===== src/rtl/ptpc_pkg.sv =====
// Shared definitions for the PTP time counter.
// Assumes: included first in compile order.
package ptpc_pkg;

    // Update chosen for the time registers on a given edge
    typedef enum logic [2:0] {
        UPD_HOLD    = 3'd0,
        UPD_TICK    = 3'd1,
        UPD_ADJ_ADD = 3'd2,
        UPD_ADJ_SUB = 3'd3,
        UPD_LOAD    = 3'd4
    } upd_sel_e;

endpackage


===== src/rtl/ptpc_rate_gen.sv =====
// Rate generator: shadow/active addend registers and a phase accumulator.
// In fine mode a tick is issued on each accumulator carry-out; otherwise a
// tick is issued every cycle. A shadow write and an update in the same cycle
// move the old shadow value into the active addend.
module ptpc_rate_gen #(
    parameter int ACC_W = 32
) (
    input  logic             clk,
    input  logic             rst_n,
    input  logic             fine_mode,
    input  logic             clear_acc,
    input  logic             addend_wr,
    input  logic [ACC_W-1:0] addend_wdata,
    input  logic             addend_update,
    output logic             tick_o
);

    logic [ACC_W-1:0] shadow_q;
    logic [ACC_W-1:0] addend_q;
    logic [ACC_W-1:0] acc_q;
    logic [ACC_W:0]   acc_sum;

    // Sum with carry out of the accumulator stage
    always_comb begin
        acc_sum = {1'b0, acc_q} + {1'b0, addend_q};
        tick_o  = fine_mode ? acc_sum[ACC_W] : 1'b1;
    end

    // Addend staging and accumulator update
    always_ff @(posedge clk) begin
        if (!rst_n) begin
            shadow_q <= '0;
            addend_q <= '0;
            acc_q    <= '0;
        end else begin
            if (addend_wr)     shadow_q <= addend_wdata;
            if (addend_update) addend_q <= shadow_q;
            if (clear_acc)     acc_q    <= '0;
            else if (fine_mode) acc_q   <= acc_sum[ACC_W-1:0];
        end
    end


    addend_stage_chk: assert property (@(posedge clk) disable iff (!rst_n)
        !addend_update |=> $stable(addend_q));


    acc_clear_chk: assert property (@(posedge clk) disable iff (!rst_n)
        clear_acc |=> (acc_q == '0));

endmodule


===== src/rtl/ptpc_time_core.sv =====
// Time registers: seconds plus a binary sub-second field wrapping at 2^SUB_W.
// Priority per edge: load, then offset, then tick (a tick on an offset edge
// is dropped). Assumes incr_i < 2^SUB_W and INC_W <= SUB_W.
module ptpc_time_core
    import ptpc_pkg::*;
#(
    parameter int SEC_W = 32,
    parameter int SUB_W = 31,
    parameter int INC_W = 8
) (
    input  logic             clk,
    input  logic             rst_n,
    input  logic             tick_i,
    input  logic [INC_W-1:0] incr_i,
    input  logic             init_i,
    input  logic [SEC_W-1:0] init_sec_i,
    input  logic [SUB_W-1:0] init_sub_i,
    input  logic             adj_i,
    input  logic             adj_subtract_i,
    input  logic [SEC_W-1:0] adj_sec_i,
    input  logic [SUB_W-1:0] adj_sub_i,
    output logic [SEC_W-1:0] sec_o,
    output logic [SUB_W-1:0] sub_o
);

    localparam int PAD_W = SUB_W + 1 - INC_W;

    logic [SEC_W-1:0] sec_q;
    logic [SUB_W-1:0] sub_q;
    logic [SUB_W:0]   inc_sum;
    logic [SUB_W:0]   add_sum;
    logic [SUB_W:0]   sub_diff;
    upd_sel_e         sel;

    // Candidate sub-second results and their carry/borrow bits
    always_comb begin
        inc_sum  = {1'b0, sub_q} + {{PAD_W{1'b0}}, incr_i};
        add_sum  = {1'b0, sub_q} + {1'b0, adj_sub_i};
        sub_diff = {1'b0, sub_q} - {1'b0, adj_sub_i};
    end

    // Priority select of this edge's update
    always_comb begin
        if (init_i)      sel = UPD_LOAD;
        else if (adj_i)  sel = adj_subtract_i ? UPD_ADJ_SUB : UPD_ADJ_ADD;
        else if (tick_i) sel = UPD_TICK;
        else             sel = UPD_HOLD;
    end

    // Time register update
    always_ff @(posedge clk) begin
        if (!rst_n) begin
            sec_q <= '0;
            sub_q <= '0;
        end else begin
            case (sel)
                UPD_LOAD: begin
                    sec_q <= init_sec_i;
                    sub_q <= init_sub_i;
                end
                UPD_ADJ_ADD: begin
                    sec_q <= sec_q + adj_sec_i + {{(SEC_W-1){1'b0}}, add_sum[SUB_W]};
                    sub_q <= add_sum[SUB_W-1:0];
                end
                UPD_ADJ_SUB: begin
                    sec_q <= sec_q - adj_sec_i - {{(SEC_W-1){1'b0}}, sub_diff[SUB_W]};
                    sub_q <= sub_diff[SUB_W-1:0];
                end
                UPD_TICK: begin
                    sec_q <= sec_q + {{(SEC_W-1){1'b0}}, inc_sum[SUB_W]};
                    sub_q <= inc_sum[SUB_W-1:0];
                end
                default: ;
            endcase
        end
    end

    assign sec_o = sec_q;
    assign sub_o = sub_q;


    idle_hold_chk: assert property (@(posedge clk) disable iff (!rst_n)
        (!tick_i && !init_i && !adj_i) |=> ($stable(sec_q) && $stable(sub_q)));


    tick_sec_step_chk: assert property (@(posedge clk) disable iff (!rst_n)
        (tick_i && !init_i && !adj_i) |=>
            ((sec_q == $past(sec_q)) || (sec_q == $past(sec_q) + 1'b1)));


    load_value_chk: assert property (@(posedge clk) disable iff (!rst_n)
        init_i |=> ((sec_q == $past(init_sec_i)) && (sub_q == $past(init_sub_i))));

endmodule


===== src/rtl/ptpc_snapshot.sv =====
// Snapshot register: captures seconds and sub-seconds together on one edge.
// Assumes the inputs are the registered live time.
module ptpc_snapshot #(
    parameter int SEC_W = 32,
    parameter int SUB_W = 31
) (
    input  logic             clk,
    input  logic             rst_n,
    input  logic             snap_i,
    input  logic [SEC_W-1:0] sec_i,
    input  logic [SUB_W-1:0] sub_i,
    output logic [SEC_W-1:0] snap_sec_o,
    output logic [SUB_W-1:0] snap_sub_o
);

    // Coherent capture of both fields
    always_ff @(posedge clk) begin
        if (!rst_n) begin
            snap_sec_o <= '0;
            snap_sub_o <= '0;
        end else if (snap_i) begin
            snap_sec_o <= sec_i;
            snap_sub_o <= sub_i;
        end
    end


    snap_hold_chk: assert property (@(posedge clk) disable iff (!rst_n)
        !snap_i |=> ($stable(snap_sec_o) && $stable(snap_sub_o)));

endmodule


===== src/rtl/ptp_time_clock.sv =====
// Top: PTP time counter with accumulator-based rate trim, one-step offset,
// absolute load and coherent snapshot. All strobes are single-cycle pulses
// synchronous to clk.
module ptp_time_clock #(
    parameter int SEC_W = 32,
    parameter int SUB_W = 31,
    parameter int ACC_W = 32,
    parameter int INC_W = 8
) (
    input  logic             clk,
    input  logic             rst_n,
    input  logic             fine_mode,
    input  logic [INC_W-1:0] incr_value,
    input  logic             addend_wr,
    input  logic [ACC_W-1:0] addend_wdata,
    input  logic             addend_update,
    input  logic             init_req,
    input  logic [SEC_W-1:0] init_sec,
    input  logic [SUB_W-1:0] init_subsec,
    input  logic             adj_req,
    input  logic             adj_subtract,
    input  logic [SEC_W-1:0] adj_sec,
    input  logic [SUB_W-1:0] adj_subsec,
    input  logic             snap_req,
    output logic [SEC_W-1:0] time_sec,
    output logic [SUB_W-1:0] time_subsec,
    output logic [SEC_W-1:0] snap_sec,
    output logic [SUB_W-1:0] snap_subsec
);

    logic tick;

    ptpc_rate_gen #(.ACC_W(ACC_W)) u_rate (
        .clk           (clk),
        .rst_n         (rst_n),
        .fine_mode     (fine_mode),
        .clear_acc     (init_req),
        .addend_wr     (addend_wr),
        .addend_wdata  (addend_wdata),
        .addend_update (addend_update),
        .tick_o        (tick)
    );

    ptpc_time_core #(.SEC_W(SEC_W), .SUB_W(SUB_W), .INC_W(INC_W)) u_core (
        .clk            (clk),
        .rst_n          (rst_n),
        .tick_i         (tick),
        .incr_i         (incr_value),
        .init_i         (init_req),
        .init_sec_i     (init_sec),
        .init_sub_i     (init_subsec),
        .adj_i          (adj_req),
        .adj_subtract_i (adj_subtract),
        .adj_sec_i      (adj_sec),
        .adj_sub_i      (adj_subsec),
        .sec_o          (time_sec),
        .sub_o          (time_subsec)
    );

    ptpc_snapshot #(.SEC_W(SEC_W), .SUB_W(SUB_W)) u_snap (
        .clk        (clk),
        .rst_n      (rst_n),
        .snap_i     (snap_req),
        .sec_i      (time_sec),
        .sub_i      (time_subsec),
        .snap_sec_o (snap_sec),
        .snap_sub_o (snap_subsec)
    );

endmodule


===== config.mk =====
export PLATFORM = sky130hd
export DESIGN_NAME = ptp_time_clock
export DESIGN_NICKNAME = d
export VERILOG_FILES = /design/src/rtl/ptpc_pkg.sv /design/src/rtl/ptpc_rate_gen.sv /design/src/rtl/ptpc_time_core.sv /design/src/rtl/ptpc_snapshot.sv /design/src/rtl/ptp_time_clock.sv
export SDC_FILE = /design/constraint.sdc
export NUM_CORES = 1
export LEC_CHECK = 0
export BUFFER_PORTS_ARGS = -buffer_cell sky130_fd_sc_hd__clkbuf_2
export CELL_PAD_IN_SITES_DETAIL_PLACEMENT = 1
export CELL_PAD_IN_SITES_GLOBAL_PLACEMENT = 2
export CORE_MARGIN = 2
export CORE_UTILIZATION = 31
export DETAILED_ROUTE_END_ITERATION = 12
export HOLD_SLACK_MARGIN = 0.06
export PLACE_DENSITY_LB_ADDON = 0.1
export SYNTH_ARGS = -nofsm -noshare
export SYNTH_HDL_FRONTEND = slang
export SYNTH_SLANG_ARGS = --single-unit

===== constraint.sdc =====
create_clock -name clk -period 5.7 [get_ports clk]
set_input_delay 1.14 -clock clk [delete_from_list [all_inputs] [get_ports clk]]
set_output_delay 1.14 -clock clk [all_outputs]
set_load 0.05 [all_outputs]

After elaboration in Yosys (flattened, before gate mapping)
Cells that the tools add are included.
- bits in registers: 222
- output and inout port bits: 126
- word-level logic and storage cells: 30
- $add $sub $neg: 9
- eq/ne operators: 4
- muxes and demuxes: 7
- bitwise operators: 1
- reduce and logical (&&, ||, !) cells: 2
- operator list (kind ; number):
    case mux 32 bit (4 select lines) ; 1
    case mux 31 bit (4 select lines) ; 1
    adder 32 x 1 -> 32 bit ; 2
    adder 32 x 32 -> 33 bit ; 1
    adder 31 x 31 -> 32 bit ; 1
    adder 31 x 8 -> 32 bit ; 1
    adder 32 bit ; 1
    subtractor 31 x 31 -> 32 bit ; 1
    subtractor 32 x 1 -> 32 bit ; 1
    subtractor 32 bit ; 1
    == test 3 x 2 -> 1 bit, second input constant ; 2
    2-to-1 mux 3 bit ; 2
    nonzero test 4 bit ; 1
    == test 3 x 1 -> 1 bit, second input constant ; 1
    == test 3 bit, second input constant ; 1
    2-to-1 mux 1 bit ; 3
    OR reduction 2 bit ; 1
    NOT 1 bit ; 1

Logic depth before layout (Yosys ltp)
- depth after elaboration: 7
- mapped depth: 27
- gate-level depth less buffers: 26

Modules after synthesis
From an unflattened synthesis, not the netlist that was laid out.
- cells, all modules: 2505
- area total of the unflattened synthesis: 19802.7 sq um
- by module, submodules not included (module ; instances ; cells an instance ; area each (sq um)):
    ptpc_time_core ; 1 ; 1723 ; 12036.5
    ptpc_rate_gen ; 1 ; 580 ; 5326.4
    ptpc_snapshot ; 1 ; 202 ; 2439.8

Worst setup path before layout
OpenSTA, ideal clock, no wires.
- path kind: input-to-reg
- start point: in adj_subsec[18]
- end point: reg u_core.sec_q[16], in the netlist u_core.sec_o[16]
- setup time: 0.058 ns
- data arrival time: 5.942 ns
- data required time: 5.642 ns
- path slack: -0.300 ns
- stages on the path: 27
- buffers on the path: 1
- cells stage by stage: inv_1 -> ha_1 -> clkbuf_1 -> nand2_1 -> o21ai_1 -> and3_1 -> or4_1 -> o221a_2 -> a211oi_1 -> nor2_1 -> nand3_1 -> nand2_1 -> fa_1 -> inv_1 -> ha_1 -> nor2_1 -> fa_1 -> nand2_1 -> a31o_1 -> a21oi_1 -> nor2_1 -> or4b_1 -> a31oi_1 -> xor2_1 -> a221o_1 -> a21oi_1 -> o21a_1
- word-level cells in the longest chain between the ends: 3
- elaborated cells on any way between the ends: 5
- classes of those cells: 4 x add/sub; 1 x mux
- RTL lines (item ; line ; text):
    start, declared ; ptp_time_clock.sv:23 ; input logic [SUB_W-1:0] adj_subsec,
    subtractor 31 x 31 -> 32 bit or adder 31 x 31 -> 32 bit (tied branches) ; ptpc_time_core.sv:39, ptpc_time_core.sv:38 ;
    subtractor 32 x 1 -> 32 bit or adder 32 x 1 -> 32 bit (tied branches) ; ptpc_time_core.sv:66, ptpc_time_core.sv:62 ;
    case mux 32 bit (4 select lines) * ; ptpc_time_core.sv:56 ; case (sel)
    end signal, assigned ; ptpc_time_core.sv:58 ; sec_q <= init_sec_i;
    end signal, assigned ; ptpc_time_core.sv:66 ; sec_q <= sec_q - adj_sec_i - {{(SEC_W-1){1'b0}}, sub_diff[SUB_W]};
    end signal, assigned ; ptpc_time_core.sv:70 ; sec_q <= sec_q + {{(SEC_W-1){1'b0}}, inc_sum[SUB_W]};
    end, declared ; ptpc_time_core.sv:28 ; logic [SEC_W-1:0] sec_q;
Mark *: on every way between the ends. The rest lies on a longest branch, timed or not.
A chain may end at the register's enable or synchronous reset.

Final worst setup path
- start point: in adj_subsec[16]
- end point: reg u_core.sec_q[16], in the netlist u_core.sec_o[16]
The elaborated chain is that of the path after synthesis.

==> run summary <==
### Timing
• achievable frequency: 0.179 GHz
• final number of hold-violating endpoints: 0
• number of failing setup endpoints in the final timing report: 0
• final critical-path share of the clock period: 0.983
• tightest slew margin relative to the limit: 0.239
• Fin Clk Skew: 47.1 ps
• clock period minus worst slack: 5600 ps
• setup slack of the critical path after layout: 97.9 ps
• tightest hold margin: 487 ps
• Max Slew Vio Count: 0
• slew at the pin with the worst max-slew slack: 1140 ps
• setup repair after global routing missed its margin: yes

### Power and ir drop
• power density over the cells: 265 mW/mm2
• maximum vdd ir drop: 0.000280 V
• static leakage power: 11.2 nW

### Clock tree
• CTS clock-pin slew for the worst setup and hold paths: 70 ps
• CTS H-tree depth: 1
• worst-skew pair later-pin latency: 640 ps
• CTS Sinks: 222
• clock tree from TritonCTS: done
• maximum root-to-sink buffer count: 3
• count of hold buffers inserted by post-cts repair: 0
• clock root cell: sky130_fd_sc_hd__clkbuf_16
• CTS Buf Count: 30

### Synthesis
• async set or reset register ratio after synthesis: 0
• number of unique standard cell types used by synthesis: 92
• Syn Area/Cell: 7.79 um2
• count of state elements after synthesis: 222
• Gate Count Post-Synth: 2409
• EDFF count, synth: 0
• synth warn: 0
• cell area after technology mapping: 0.0188 mm2
• number of nets produced by synthesis: 2786
• sequential element share of the synthesized area: 0.237
• most instantiated flip-flop cell in the synthesis netlist: sky130_fd_sc_hd__dfxtp_1

### Critical path
• length in cells of the worst reg-to-reg path: 23
• largest fanout on the critical path: 2
• critical path data arrival time: 6150 ps
• Reg-to-Reg End: u_core.sec_o[16]
• CP peak stage delay: 570 ps
• flop-to-flop setup slack: 310 ps
• launch instance of the worst register-to-register path: u_core.sub_o[19]
• Largest delay share family, worst path: compound AO/OA/AOI/OAI gates
• critical path launch point type: input port
• Critical Setup Path Class: input port to flip-flop
• Max stage delay cell, worst path: sky130_fd_sc_hd__fa_1
• Buffers & Inverters on Critical Path: 3
• nature of the critical path endpoint: flip-flop
• WP data required: 6250 ps

### Floorplan
• ports placed on the boundary: 301
• overall die height: 250 um
• number of rows created at floorplan: 90
• DIE WIDTH: 250 um
• initial cell density of the core: 0.312
• placeable core area: 0.0601 mm2
• Die Footprint: 0.0625 mm2

### Place
• Detail Placement HPWL: 62100 um
• number of I/O port buffers: 300
• total placed cells including tap cells: 3612
• final estimated routing congestion in global placement: 0.899
• dpl ws: -906 ps

### Status
• result of the run: completed

### Finish
• net count reported at finish: 3251
• share of post-route cells with drive strength above 1: 0.253
• P&R area growth vs syn: 30.7%
• share of the core filled with cells: 0.408
• layout filler cell count: 7400
• final cell count without fillers: 3685

### Worst hold path
• class of the tightest hold or removal check: flip-flop to flip-flop
• Worst Hold Path EP: u_rate.acc_q[31]
• min-delay src: u_rate.acc_q[31]
• hold depth: 2

### Global route
• first-pass GRT wire length: 124000 um
• vias in the first global route: 20.9k
• maximum number of pins on one net before global-route repair: 72
• antenna violations before repair: 6
• Global Route Usage Sum: 0.253
• remaining global-route overflow: 0

### Route
• Final ANT Viol Nets: 0
• first-pass iteration count of the detailed router: 6
• number of design rule violations left after detail routing: 0
• number of vias per cell: 5.36
• via count: 19.8k
• routed length per instance: 22.1 um
• DR iter-0 viols: 896
• post-detailed-routing wire length: 81600 um

### Run
• Max-Cap Viols: 0

## cells by family after synthesis
logic type / synth area share
multiplexers: 0.0838
flip-flops: 0.237
adder cells (fa/ha/maj): 0.138
AND/OR/NAND/NOR: 0.182
XOR/XNOR: 0.0714
buffers and inverters: 0.0574
AO/OA/AOI/OAI: 0.231
## through the flow
step / TNS, ps / total power [W] / cell area, um2
3_3_place_gp: -13280 / 0.00420 / 22600
3_5_place_dp: -15220 / 0.00424 / 22600
5_1_grt: -664 / 0.00686 / 24500
4_1_cts: 0 / 0.00645 / 23900
6_report: 0 / 0.00651 / 24500
2_1_floorplan: -235 / 0.00336 / 18800
## worst max-delay path by stage
stage,cells past startpoint,end,slack (ps),from
2_1_floorplan,27,u_core.sec_o[16],-220,adj_subsec[18]
3_3_place_gp,27,u_core.sec_o[30],-870,adj_subsec[13]
3_5_place_dp,27,u_core.sec_o[30],-910,adj_subsec[13]
4_1_cts,27,u_core.sec_o[16],1,adj_subsec[17]
5_1_grt,29,u_core.sec_o[27],-130,adj_subsec[16]
6_report,27,u_core.sec_o[16],100,adj_subsec[16]
## Yosys cell counts, types with 21 or more instances
master,count,share of area
sky130_fd_sc_hd__a211oi_1,45,0.018
sky130_fd_sc_hd__a21o_1,33,0.013
sky130_fd_sc_hd__a21oi_1,183,0.049
sky130_fd_sc_hd__a221oi_1,27,0.013
sky130_fd_sc_hd__a31oi_1,24,0.0080
sky130_fd_sc_hd__and3_1,21,0.0070
sky130_fd_sc_hd__clkbuf_1,94,0.019
sky130_fd_sc_hd__dfxtp_1,222,0.24
sky130_fd_sc_hd__ha_1,194,0.13
sky130_fd_sc_hd__inv_1,158,0.032
sky130_fd_sc_hd__mux2i_1,155,0.083
sky130_fd_sc_hd__nand2_1,140,0.028
sky130_fd_sc_hd__nand2b_1,21,0.0070
sky130_fd_sc_hd__nand3_1,57,0.015
sky130_fd_sc_hd__nor2_1,313,0.063
sky130_fd_sc_hd__nor2b_1,21,0.0070
sky130_fd_sc_hd__nor3_1,52,0.014
sky130_fd_sc_hd__o21a_1,24,0.0096
sky130_fd_sc_hd__o21ai_0,86,0.023
sky130_fd_sc_hd__o21ai_1,46,0.012
sky130_fd_sc_hd__o21bai_1,21,0.0084
sky130_fd_sc_hd__xnor2_1,114,0.053
sky130_fd_sc_hd__xor2_1,39,0.018
## area by class of cell
type / count / area, um2 / area share
multi-input combinational: 1904 / 13900 / 0.568
sequential: 222 / 4440 / 0.181
timing repair buffer: 548 / 3420 / 0.139
tap: 782 / 978 / 0.0399
clock buffer: 35 / 810 / 0.0330
inverter: 168 / 641 / 0.0261
clock inverter: 21 / 302 / 0.0123
antenna: 5 / 12.5 / 0.000510
## tightest hold or removal path, cell delays in order (launching register included)
cell,delay (ps)
sky130_fd_sc_hd__dfxtp_1,310
sky130_fd_sc_hd__nand3b_1,80
sky130_fd_sc_hd__o21ai_1,50
## power by group
group / internal (W) / total, W / switching, W
sequential: 0.00165 / 0.00176 / 0.000113
combinational: 0.00103 / 0.00260 / 0.00157
clock: 0.00129 / 0.00215 / 0.000860
total: 0.00397 / 0.00651 / 0.00254
## registers in the layout, indices dropped and copies added (netlist names)
register	count
u_core.sec_o	32
u_core.sub_o	31
u_rate.acc_q	32
u_rate.addend_q	32
u_rate.shadow_q	32
u_snap.snap_sec_o	32
u_snap.snap_sub_o	31
## layer usage
metal / GRT usage / vias to the layer above / wire length [um]
met5: 0 / - / 25
met4: 0.0660 / 4 / 2130
met3: 0.0292 / 102 / 3310
met2: 0.437 / 382 / 38900
met1: 0.334 / 9692 / 37200
li1: - / 9589 / -
## layout by cell type (no fill, tap or decap), types with 24 or more instances in the layout
cell type	count
sky130_fd_sc_hd__xor2_1	39
sky130_fd_sc_hd__xnor2_1	113
sky130_fd_sc_hd__dfxtp_1	222
sky130_fd_sc_hd__a211oi_1	41
sky130_fd_sc_hd__a21oi_1	163
sky130_fd_sc_hd__clkbuf_16	30
sky130_fd_sc_hd__ha_1	178
sky130_fd_sc_hd__nand3_1	55
sky130_fd_sc_hd__a21o_1	33
sky130_fd_sc_hd__inv_1	148
sky130_fd_sc_hd__mux2i_1	155
sky130_fd_sc_hd__o21ai_1	43
sky130_fd_sc_hd__nor2_1	307
sky130_fd_sc_hd__buf_4	244
sky130_fd_sc_hd__clkbuf_2	296
sky130_fd_sc_hd__a221oi_1	26
sky130_fd_sc_hd__nor3_1	51
sky130_fd_sc_hd__o21a_1	24
sky130_fd_sc_hd__nand2_1	135
sky130_fd_sc_hd__o21ai_0	86
## repair_timing
action,4_1_cts,5_1_grt
endpoints found under the setup margin,13,21
gates resized for setup,17,110
setup buffers,1,13
endpoints found under the hold margin,0,0
pin swaps,5,67
Power figures use the tool's default switching activity.
